==> src/rtl/txd_pkg.sv <==
`timescale 1ns/1ps
package txd_pkg;
  localparam int LEN_W   = 11;
  localparam int OWN_BIT = 31;
  localparam int IRQ_BIT = 31;

  typedef enum logic [3:0] {
    ST_IDLE, ST_SUSP, ST_RDW, ST_LAW, ST_BRD, ST_BLA, ST_STR, ST_WB, ST_CMP
  } txd_state_e;

  typedef struct packed {
    logic jabber;
    logic late_col;
    logic exc_col;
    logic underflow;
  } txd_fault_t;

  function automatic logic [31:0] pack_status(input txd_fault_t f);
    logic [31:0] s;
    s     = '0;
    s[1]  = f.underflow;
    s[8]  = f.exc_col;
    s[9]  = f.late_col;
    s[14] = f.jabber;
    s[15] = |f;
    return s;
  endfunction

  function automatic logic [7:0] byte_of(input logic [31:0] w, input logic [1:0] i);
    return w[8*i +: 8];
  endfunction

  function automatic logic [2:0] chunk_len(input logic [LEN_W-1:0] rem);
    return (rem >= LEN_W'(4)) ? 3'd4 : rem[2:0];
  endfunction
endpackage

==> src/rtl/txd_byte_ser.sv <==
`timescale 1ns/1ps
module txd_byte_ser import txd_pkg::*; (
  input  logic        clk,
  input  logic        rst_n,
  input  logic        load,
  input  logic [31:0] ld_word,
  input  logic [2:0]  ld_cnt,
  input  logic        ld_final,
  output logic        tx_valid,
  output logic [7:0]  tx_data,
  output logic        tx_last,
  input  logic        tx_ready,
  output logic        take,
  output logic        chunk_end
);
  logic [31:0] word_q;
  logic [1:0]  idx_q;
  logic [2:0]  cnt_q;
  logic        final_q;
  logic        busy_q;
  logic        at_end;

  assign at_end    = ({1'b0, idx_q} == (cnt_q - 3'd1));
  assign tx_valid  = busy_q;
  assign tx_data   = byte_of(word_q, idx_q);
  assign tx_last   = busy_q && final_q && at_end;
  assign take      = busy_q && tx_ready;
  assign chunk_end = take && at_end;

  always_ff @(posedge clk) begin
    if (!rst_n) begin
      word_q  <= '0;
      idx_q   <= '0;
      cnt_q   <= '0;
      final_q <= 1'b0;
      busy_q  <= 1'b0;
    end else if (load) begin
      word_q  <= ld_word;
      cnt_q   <= ld_cnt;
      final_q <= ld_final;
      idx_q   <= '0;
      busy_q  <= 1'b1;
    end else if (take) begin
      if (at_end) busy_q <= 1'b0;
      else        idx_q  <= idx_q + 2'd1;
    end
  end
endmodule

==> src/rtl/txd_fault_acc.sv <==
`timescale 1ns/1ps
module txd_fault_acc import txd_pkg::*; (
  input  logic        clk,
  input  logic        rst_n,
  input  logic        clr,
  input  logic        take,
  input  logic [3:0]  fault_in,
  input  logic        set_ovs,
  output logic [31:0] status_word
);
  txd_fault_t acc_q;
  txd_fault_t add_c;

  always_comb begin
    add_c = '0;
    if (take)    add_c = txd_fault_t'(fault_in);
    if (set_ovs) add_c.jabber = 1'b1;
  end

  always_ff @(posedge clk) begin
    if (!rst_n)   acc_q <= '0;
    else if (clr) acc_q <= '0;
    else          acc_q <= acc_q | add_c;
  end

  assign status_word = pack_status(acc_q);
endmodule

==> src/rtl/txd_ring_dma.sv <==
`timescale 1ns/1ps
module txd_ring_dma import txd_pkg::*; #(
  parameter int ADDR_W    = 16,
  parameter int MAX_FRAME = 1514
) (
  input  logic              clk,
  input  logic              rst_n,
  input  logic              cfg_wr,
  input  logic              cfg_sel,
  input  logic [31:0]       cfg_wdata,
  output logic              mem_rd,
  output logic              mem_wr,
  output logic [ADDR_W-1:0] mem_addr,
  output logic [31:0]       mem_wdata,
  input  logic [31:0]       mem_rdata,
  output logic              tx_valid,
  output logic [7:0]        tx_data,
  output logic              tx_last,
  input  logic              tx_ready,
  input  logic [3:0]        mac_fault,
  output logic              cmpl_pulse,
  output logic              cmpl_irq,
  output logic              suspended
);
  typedef logic [ADDR_W-1:0] addr_t;
  localparam logic [LEN_W-1:0] MAX_LEN    = LEN_W'(MAX_FRAME);
  localparam logic [LEN_W-1:0] WORD_BYTES = LEN_W'(4);

  txd_state_e       state_q;
  logic [1:0]       wi_q;
  addr_t            cur_q, buf_q, nxt_q, boff_q;
  logic             ic_q;
  logic [LEN_W-1:0] len_q, rem_q;

  logic        at_rest, base_wr, poll_wr;
  logic        ev_latch, ev_not_owned, ev_desc_owned, ev_skip, ev_oversize;
  logic        ev_last_chunk, ser_load, ser_take, ser_chunk_end;
  logic [31:0] status_word;
  logic        unused_bits;

  assign unused_bits = ^{cfg_wdata[31:ADDR_W], mem_rdata[30:ADDR_W]};

  assign at_rest       = (state_q == ST_IDLE) || (state_q == ST_SUSP);
  assign base_wr       = cfg_wr && !cfg_sel && at_rest;
  assign poll_wr       = cfg_wr && cfg_sel && cfg_wdata[0] && at_rest;
  assign ev_latch      = (state_q == ST_LAW);
  assign ev_not_owned  = ev_latch && (wi_q == 2'd0) && !mem_rdata[OWN_BIT];
  assign ev_desc_owned = ev_latch && (wi_q == 2'd0) &&  mem_rdata[OWN_BIT];
  assign ev_oversize   = ev_latch && (wi_q == 2'd3) && (len_q > MAX_LEN);
  assign ev_skip       = ev_latch && (wi_q == 2'd3) && ((len_q == '0) || (len_q > MAX_LEN));
  assign ev_last_chunk = ser_chunk_end && (rem_q <= WORD_BYTES);
  assign ser_load      = (state_q == ST_BLA);

  txd_byte_ser u_ser (
    .clk       (clk),
    .rst_n     (rst_n),
    .load      (ser_load),
    .ld_word   (mem_rdata),
    .ld_cnt    (chunk_len(rem_q)),
    .ld_final  (rem_q <= WORD_BYTES),
    .tx_valid  (tx_valid),
    .tx_data   (tx_data),
    .tx_last   (tx_last),
    .tx_ready  (tx_ready),
    .take      (ser_take),
    .chunk_end (ser_chunk_end)
  );

  txd_fault_acc u_acc (
    .clk         (clk),
    .rst_n       (rst_n),
    .clr         (ev_desc_owned),
    .take        (ser_take),
    .fault_in    (mac_fault),
    .set_ovs     (ev_oversize),
    .status_word (status_word)
  );

  always_ff @(posedge clk) begin
    if (!rst_n) begin
      state_q <= ST_IDLE;
      wi_q    <= '0;
      cur_q   <= '0;
      buf_q   <= '0;
      nxt_q   <= '0;
      boff_q  <= '0;
      ic_q    <= 1'b0;
      len_q   <= '0;
      rem_q   <= '0;
    end else begin
      case (state_q)
        ST_IDLE, ST_SUSP: begin
          if (base_wr) begin
            cur_q <= cfg_wdata[ADDR_W-1:0];
          end else if (poll_wr) begin
            wi_q    <= 2'd0;
            state_q <= ST_RDW;
          end
        end
        ST_RDW: state_q <= ST_LAW;
        ST_LAW: begin
          case (wi_q)
            2'd0: begin
              if (ev_not_owned) begin
                state_q <= ST_SUSP;
              end else begin
                wi_q    <= 2'd1;
                state_q <= ST_RDW;
              end
            end
            2'd1: begin
              ic_q    <= mem_rdata[IRQ_BIT];
              len_q   <= mem_rdata[LEN_W-1:0];
              wi_q    <= 2'd2;
              state_q <= ST_RDW;
            end
            2'd2: begin
              buf_q   <= mem_rdata[ADDR_W-1:0];
              wi_q    <= 2'd3;
              state_q <= ST_RDW;
            end
            2'd3: begin
              nxt_q   <= mem_rdata[ADDR_W-1:0];
              rem_q   <= len_q;
              boff_q  <= '0;
              state_q <= ev_skip ? ST_WB : ST_BRD;
            end
            default: state_q <= ST_IDLE;
          endcase
        end
        ST_BRD: state_q <= ST_BLA;
        ST_BLA: state_q <= ST_STR;
        ST_STR: begin
          if (ser_chunk_end) begin
            rem_q <= rem_q - LEN_W'(chunk_len(rem_q));
            if (ev_last_chunk) begin
              state_q <= ST_WB;
            end else begin
              boff_q  <= boff_q + addr_t'(1);
              state_q <= ST_BRD;
            end
          end
        end
        ST_WB:  state_q <= ST_CMP;
        ST_CMP: begin
          cur_q   <= nxt_q;
          wi_q    <= 2'd0;
          state_q <= ST_RDW;
        end
        default: state_q <= ST_IDLE;
      endcase
    end
  end

  always_comb begin
    case (state_q)
      ST_RDW:  mem_addr = cur_q + addr_t'(wi_q);
      ST_BRD:  mem_addr = buf_q + boff_q;
      ST_WB:   mem_addr = cur_q;
      default: mem_addr = '0;
    endcase
  end

  assign mem_rd     = (state_q == ST_RDW) || (state_q == ST_BRD);
  assign mem_wr     = (state_q == ST_WB);
  assign mem_wdata  = status_word;
  assign cmpl_pulse = (state_q == ST_CMP);
  assign cmpl_irq   = (state_q == ST_CMP) && ic_q;
  assign suspended  = (state_q == ST_SUSP);
endmodule

==> config.mk <==
export PLATFORM = sky130hd
export DESIGN_NAME = txd_ring_dma
export DESIGN_NICKNAME = d
export VERILOG_FILES = /design/src/rtl/txd_pkg.sv /design/src/rtl/txd_byte_ser.sv /design/src/rtl/txd_fault_acc.sv /design/src/rtl/txd_ring_dma.sv
export SDC_FILE = /design/constraint.sdc
export NUM_CORES = 1
export LEC_CHECK = 0
export BUFFER_PORTS_ARGS = -buffer_cell sky130_fd_sc_hd__buf_2
export CAP_MARGIN = 20
export CORE_ASPECT_RATIO = 0.8
export CORE_MARGIN = 3
export CORE_UTILIZATION = 61
export CTS_CLUSTER_SIZE = 25
export DETAILED_ROUTE_END_ITERATION = 16
export GPL_ROUTABILITY_DRIVEN = 0
export PLACE_DENSITY = 0.86
export SYNTH_ARGS = -nofsm -noshare
export SYNTH_HDL_FRONTEND = slang
export SYNTH_SLANG_ARGS = --single-unit
==> constraint.sdc <==
create_clock -name clk -period 6.4 [get_ports clk]
set_input_delay 1.28 -clock clk [delete_from_list [all_inputs] [get_ports clk]]
set_output_delay 1.28 -clock clk [all_outputs]
set_load 0.01 [all_outputs]
# --- Yosys cells after proc, flatten, opt, wreduce, memory -nomap -nowiden ---
# Index checks and enable logic that the tools add are counted.
totals:
  output_inout_bits: 63
  wordCells: 125
  reg_bits: 136
op_classes:
  eq_ne: 20
  shifts: 1
  n_mux: 29
  bitwise_logic: 3
  n_lt_le_gt_ge: 3
  n_reduce_logical: 45
  add_sub_neg: 6
op_table:
  columns: ["cell", "n"]
  rows:
  - ["$mux W16", 4]
  - ["$pmux W16 S2", 2]
  - ["$pmux W16 S3", 1]
  - ["$pmux W4 S8", 1]
  - ["$shiftx A32 B6 Y8", 1]
  - ["$mux W11", 2]
  - ["$pmux W11 S2", 1]
  - ["$logic_and A1 B1 Y1", 17]
  - ["$add A16 B1 Y16 const B", 1]
  - ["$add A16 B16 Y16", 1]
  - ["$add A16 B2 Y16", 1]
  - ["$eq A4 B3 Y1 const B", 4]
  - ["$mux W4", 4]
  - ["$mux W2", 6]
  - ["$pmux W2 S3", 2]
  - ["$pmux W4 S3", 1]
  - ["$reduce_and A2 Y1", 6]
  - ["$ge A11 B3 Y1 const B", 1]
  - ["$gt A11 B11 Y1 const B", 1]
  - ["$le A11 B3 Y1 const B", 1]
  - ["$logic_not A11 Y1", 1]
  - ["$sub A11 B3 Y11", 1]
  - ["$ne A2 B2 Y1 const B", 5]
  - ["$eq A4 B2 Y1 const B", 2]
  - ["25 further kinds", 40]

# --- Logic depth before layout (Yosys ltp) ---
depth:
  word_depth: 7
  ltp_mapped: 9
  ltp_nobuf: 9

# --- By module ---
# A second synthesis with hierarchy kept.
unflattened:
  cells_unflattened: 906
  area_unflattened_um2: 7614.8
modules_own_cells:
  columns: ["mod", "instances", "seq_area_each_um2", "cells_each", "area_per_inst_um2"]
  rows:
  - ["txd_ring_dma", 1, 1861.8, 705, 5469.0]
  - ["txd_byte_ser", 1, 780.7, 159, 1808.0]
  - ["txd_fault_acc", 1, 80.1, 42, 337.8]

# --- Worst setup path after synthesis ---
# No wires, ideal clock.
synth_path:
  kind: "register to output"
  start: "register boff_q[0]"
  end: "output port mem_addr[14]"
  path_slack_ns: 3.011
  arrival_time_ns: 2.109
  required_ns: 5.120
  stages_incl_launch_ff: 9
  cell_sequence: "dfxtp_1 -> ha_1 -> fa_1 -> a211oi_1 -> o21ai_0 -> a21oi_1 -> o21ai_0 -> xnor2_1 -> o21ai_0"
synth_between:
  elab_chain_len: 2
synth_lines:
  columns: ["element", "line_no", "rtl"]
  rows:
  - ["start, declared", "txd_ring_dma.sv:31", "addr_t cur_q, buf_q, nxt_q, boff_q;"]
  - ["start signal, assigned", "txd_ring_dma.sv:139", "boff_q <= boff_q + addr_t'(1);"]
  - ["$add A16 B16 Y16", "txd_ring_dma.sv:158", "ST_BRD: mem_addr = buf_q + boff_q;"]
  - ["$pmux W16 S3", "txd_ring_dma.sv:156", "case (state_q)"]
  - ["end, declared", "txd_ring_dma.sv:13", "output logic [ADDR_W-1:0] mem_addr,"]
# Every way passes these cells.

# --- Worst setup path after layout ---
layout_path:
  start: "register boff_q[0]"
  end: "output port mem_addr[8]"
# The elaborated chain is that of the path after synthesis.

==> results by group <==
Outcome
  – Status: finished clean

Timing
  – RSZ-0062 raised after global routing: no
  – Fin crit share: 0.669
  – Setup_tns: 0 ps
  – Hold Fails Final Rpt: 0
  – Clock skew: 8.87 ps
  – Setup-failing EPs final: 0
  – Relative slew slack: 0.314
  – Final Critical Period: 4280 ps
  – Fin Hold WS: 459 ps
  – Worst Tran Pin Value: 1030 ps
  – Fmax: 233 MHz
  – Final max-slew violation count: 0

Setup path
  – Top Family by Delay on Critical Path: compound AO/OA/AOI/OAI gates
  – CP max-delay cell: fa_1
  – Critical-path cell list: ha_1 -> fa_1 -> a211oi_1 -> o21ai_0 -> a21o_1 -> a21oi_1 -> xor2_1 -> o221ai_1 -> buf_2
  – Crit path DAT: 3000 ps
  – Endpoint class of the critical path: output port
  – Max stage delay on crit path: 440 ps
  – CP Data Required Time: 5120 ps
  – CP max FO: 5
  – Critical path class: register to output port
  – Crit path launch type: register
  – Critical path buffer and inverter count: 1

Routing
  – Post-route ant nets: 0
  – Avg WL per Cell: 17.3 µm
  – Via density: 6.01
  – Post-Route WL: 20.7 mm
  – DR vias: 7204
  – Detailed Route Iter0 Violations: 810
  – # DRC: 0
  – Drt pass-1 iters: 5

CTS
  – Hold_buf cts: 0
  – # H-tree levels: 4
  – Clock-pin transition on the worst setup and hold timing paths: 50 ps
  – Cts bufs inserted: 17
  – Clock Latency Late Sink: 420 ps
  – Clock Sinks: 136
  – Clock Path Buffers: 2
  – Root Driver: clkbuf_16
  – Total setup buffers inserted after CTS: 0
  – Post-CTS sizing: 0
  – CTS tree: built

Global route
  – First-pass GRT wire length: 32.8 mm
  – Grt ovf: 0
  – Vias in the first global route: 6499
  – Initial antenna violation count: 0
  – Tot GR Track Use: 0.290
  – Largest net degree at the start of global routing: 72

Power and ir drop
  – Leakage power: 0.00365 µW
  – Pwr Total: 1890 µW
  – P per Cell Area: 217 nW/µm²
  – Worst VDD drop: 209 µV

Synthesis
  – Ys flop type: dfxtp_1
  – Top post-synthesis cells by count: 217 x nand2_1, 136 x dfxtp_1, 71 x a21boi_0
  – Seq/Total Area, Yosys: 0.351
  – Main combinational cell family by area after synthesis: simple AND/OR/NAND/NOR gates
  – Syn Inst Count: 955
  – Yosys reg bits: 136
  – Synthesis Warnings: 0
  – Cell with the most instances after synthesis: nand2_1
  – Synth async-reset ratio: 0
  – Mapped cell area: 7760 µm²
  – Synth Area in Adders: 0.0455
  – EDFF count, synth: 0
  – Xor/xnor share of the synthesized area: 0.0371
  – Post-synthesis mux area share: 0.0532
  – Complex-gate fraction of the synthesized area: 0.220
  – Area leader, netlist: dfxtp_1
  – Simple-Gate Fraction of Synth Area: 0.228
  – Ranking of synthesized cells by area: dfxtp_1 35%, nand2_1 11%, a21boi_0 6.9%, ha_1 4.0%, a21oi_1 3.5%
  – Post-synth top area share: 0.351
  – Netlist cell types: 67
  – Avg Cell Area, Syn: 8.12 µm²

Finish
  – Synthesis-to-layout area growth: 12.2%
  – ANT cells: 0
  – Layout cell share with drive strength beyond 1: 0.141
  – Fin area: 8700 µm²
  – Nets@finish: 1114
  – Utilization after layout: 0.708

Floorplan
  – Die Wd: 132 µm
  – # IOs: 136
  – DIE AREA: 14100 µm²
  – Std-Cell Rows: 36
  – Die span in y: 107 µm
  – Initial Utilization: 0.631
  – Core ar.: 12300 µm²

Run
  – Maxcap violations: 0

Place
  – Post-DP Area: 8110 µm²
  – DP Wirelength: 14.3 mm
  – Port buffer count: 92

Min path
  – Hold WC Path Type: register to register
==> metal layers <==
metal,GRT usage,up-vias,share of wire
met1,0.383,3381,0.42
li1,-,3422,-
met2,0.458,347,0.45
met4,0.127,0,0.033
met3,0.0685,54,0.097
met5,0,-,0
==> logic make-up after synthesis <==
logic type               Yosys count
buffers and inverters             95
multiplexers                      28
flip-flops                       136
AND/OR/NAND/NOR                  385
adder cells (fa/ha/maj)           27
other                              2
XOR/XNOR                          32
AO/OA/AOI/OAI                    250
==> power breakdown <==
| group | leakage [µW] | total (µW) | switching [µW] | internal, µW |
|---|---|---|---|---|
| Sequential | 0.00110 | 865 | 11.4 | 853 |
| Combinational | 0.00230 | 103 | 62.2 | 41.1 |
| Clock | 0.000261 | 923 | 371 | 553 |
| Total | 0.00365 | 1890 | 444 | 1450 |
==> cell usage in the layout (no fill, tap or decap), drive strengths merged, types with 8 or more instances in the layout <==
| cell type | count |
|---|---|
| mux4 | 8 |
| nand3 | 31 |
| a21o | 13 |
| buf | 97 |
| o21ai | 44 |
| conb | 29 |
| mux2i | 18 |
| o211a | 15 |
| nand2 | 217 |
| a21boi | 71 |
| xnor2 | 14 |
| dfxtp | 136 |
| nor2 | 47 |
| nand4 | 8 |
| a211oi | 10 |
| ha | 25 |
| a21oi | 55 |
| nor3 | 14 |
| and2 | 8 |
| and3 | 9 |
| clkbuf | 21 |
| xor2 | 18 |
| or3 | 9 |
| inv | 11 |
| nand2b | 9 |
==> final cells by class <==
type,instances,area [µm²]
clock inverter,11,100
clock buffer,21,460
tap,171,214
multi-input combinational,751,4650
inverter,11,41.3
fill,942,3590
timing repair buffer,97,518
sequential,136,2720
==> through the flow <==
| stage | setup slack, ps | std cells |
|---|---|---|
| floorplan | 3010 | 982 |
| global placement | 2640 | 1165 |
| detailed placement | 2650 | 1165 |
| CTS | 2160 | 1197 |
| global route | 1930 | 1198 |
| finish | 2120 | 1198 |
==> sequential cells by signal (all words and copies together) (netlist names) <==
name               flops
ic_q                   1
u_ser.cnt_q            3
rem_q                 11
len_q                 11
cur_q                 16
u_ser.final_q          1
u_ser.idx_q            2
boff_q                16
u_ser.tx_valid         1
wi_q                   2
u_ser.word_q          32
nxt_q                 16
u_acc.status_word      4
state_q                4
buf_q                 16
==> worst paths after layout <==
path,startpoint,end,slack (ps),cells past startpoint
max,boff_q[0],mem_addr[8],2120,9
max reg2reg,u_ser.idx_q[0],rem_q[8],3620,6
min,u_ser.word_q[4],u_ser.word_q[4],460,2
min reg2reg,u_ser.word_q[4],u_ser.word_q[4],460,2
==> worst register-to-register path, stage by stage, from the launching register on <==
cell	delay [ps]
dfxtp_1	700
xnor2_1	240
or4_4	590
nor2_1	630
o21ai_0	220
a41oi_1	200
o31a_1	150
No activity file was read; power rests on OpenSTA's default activity.
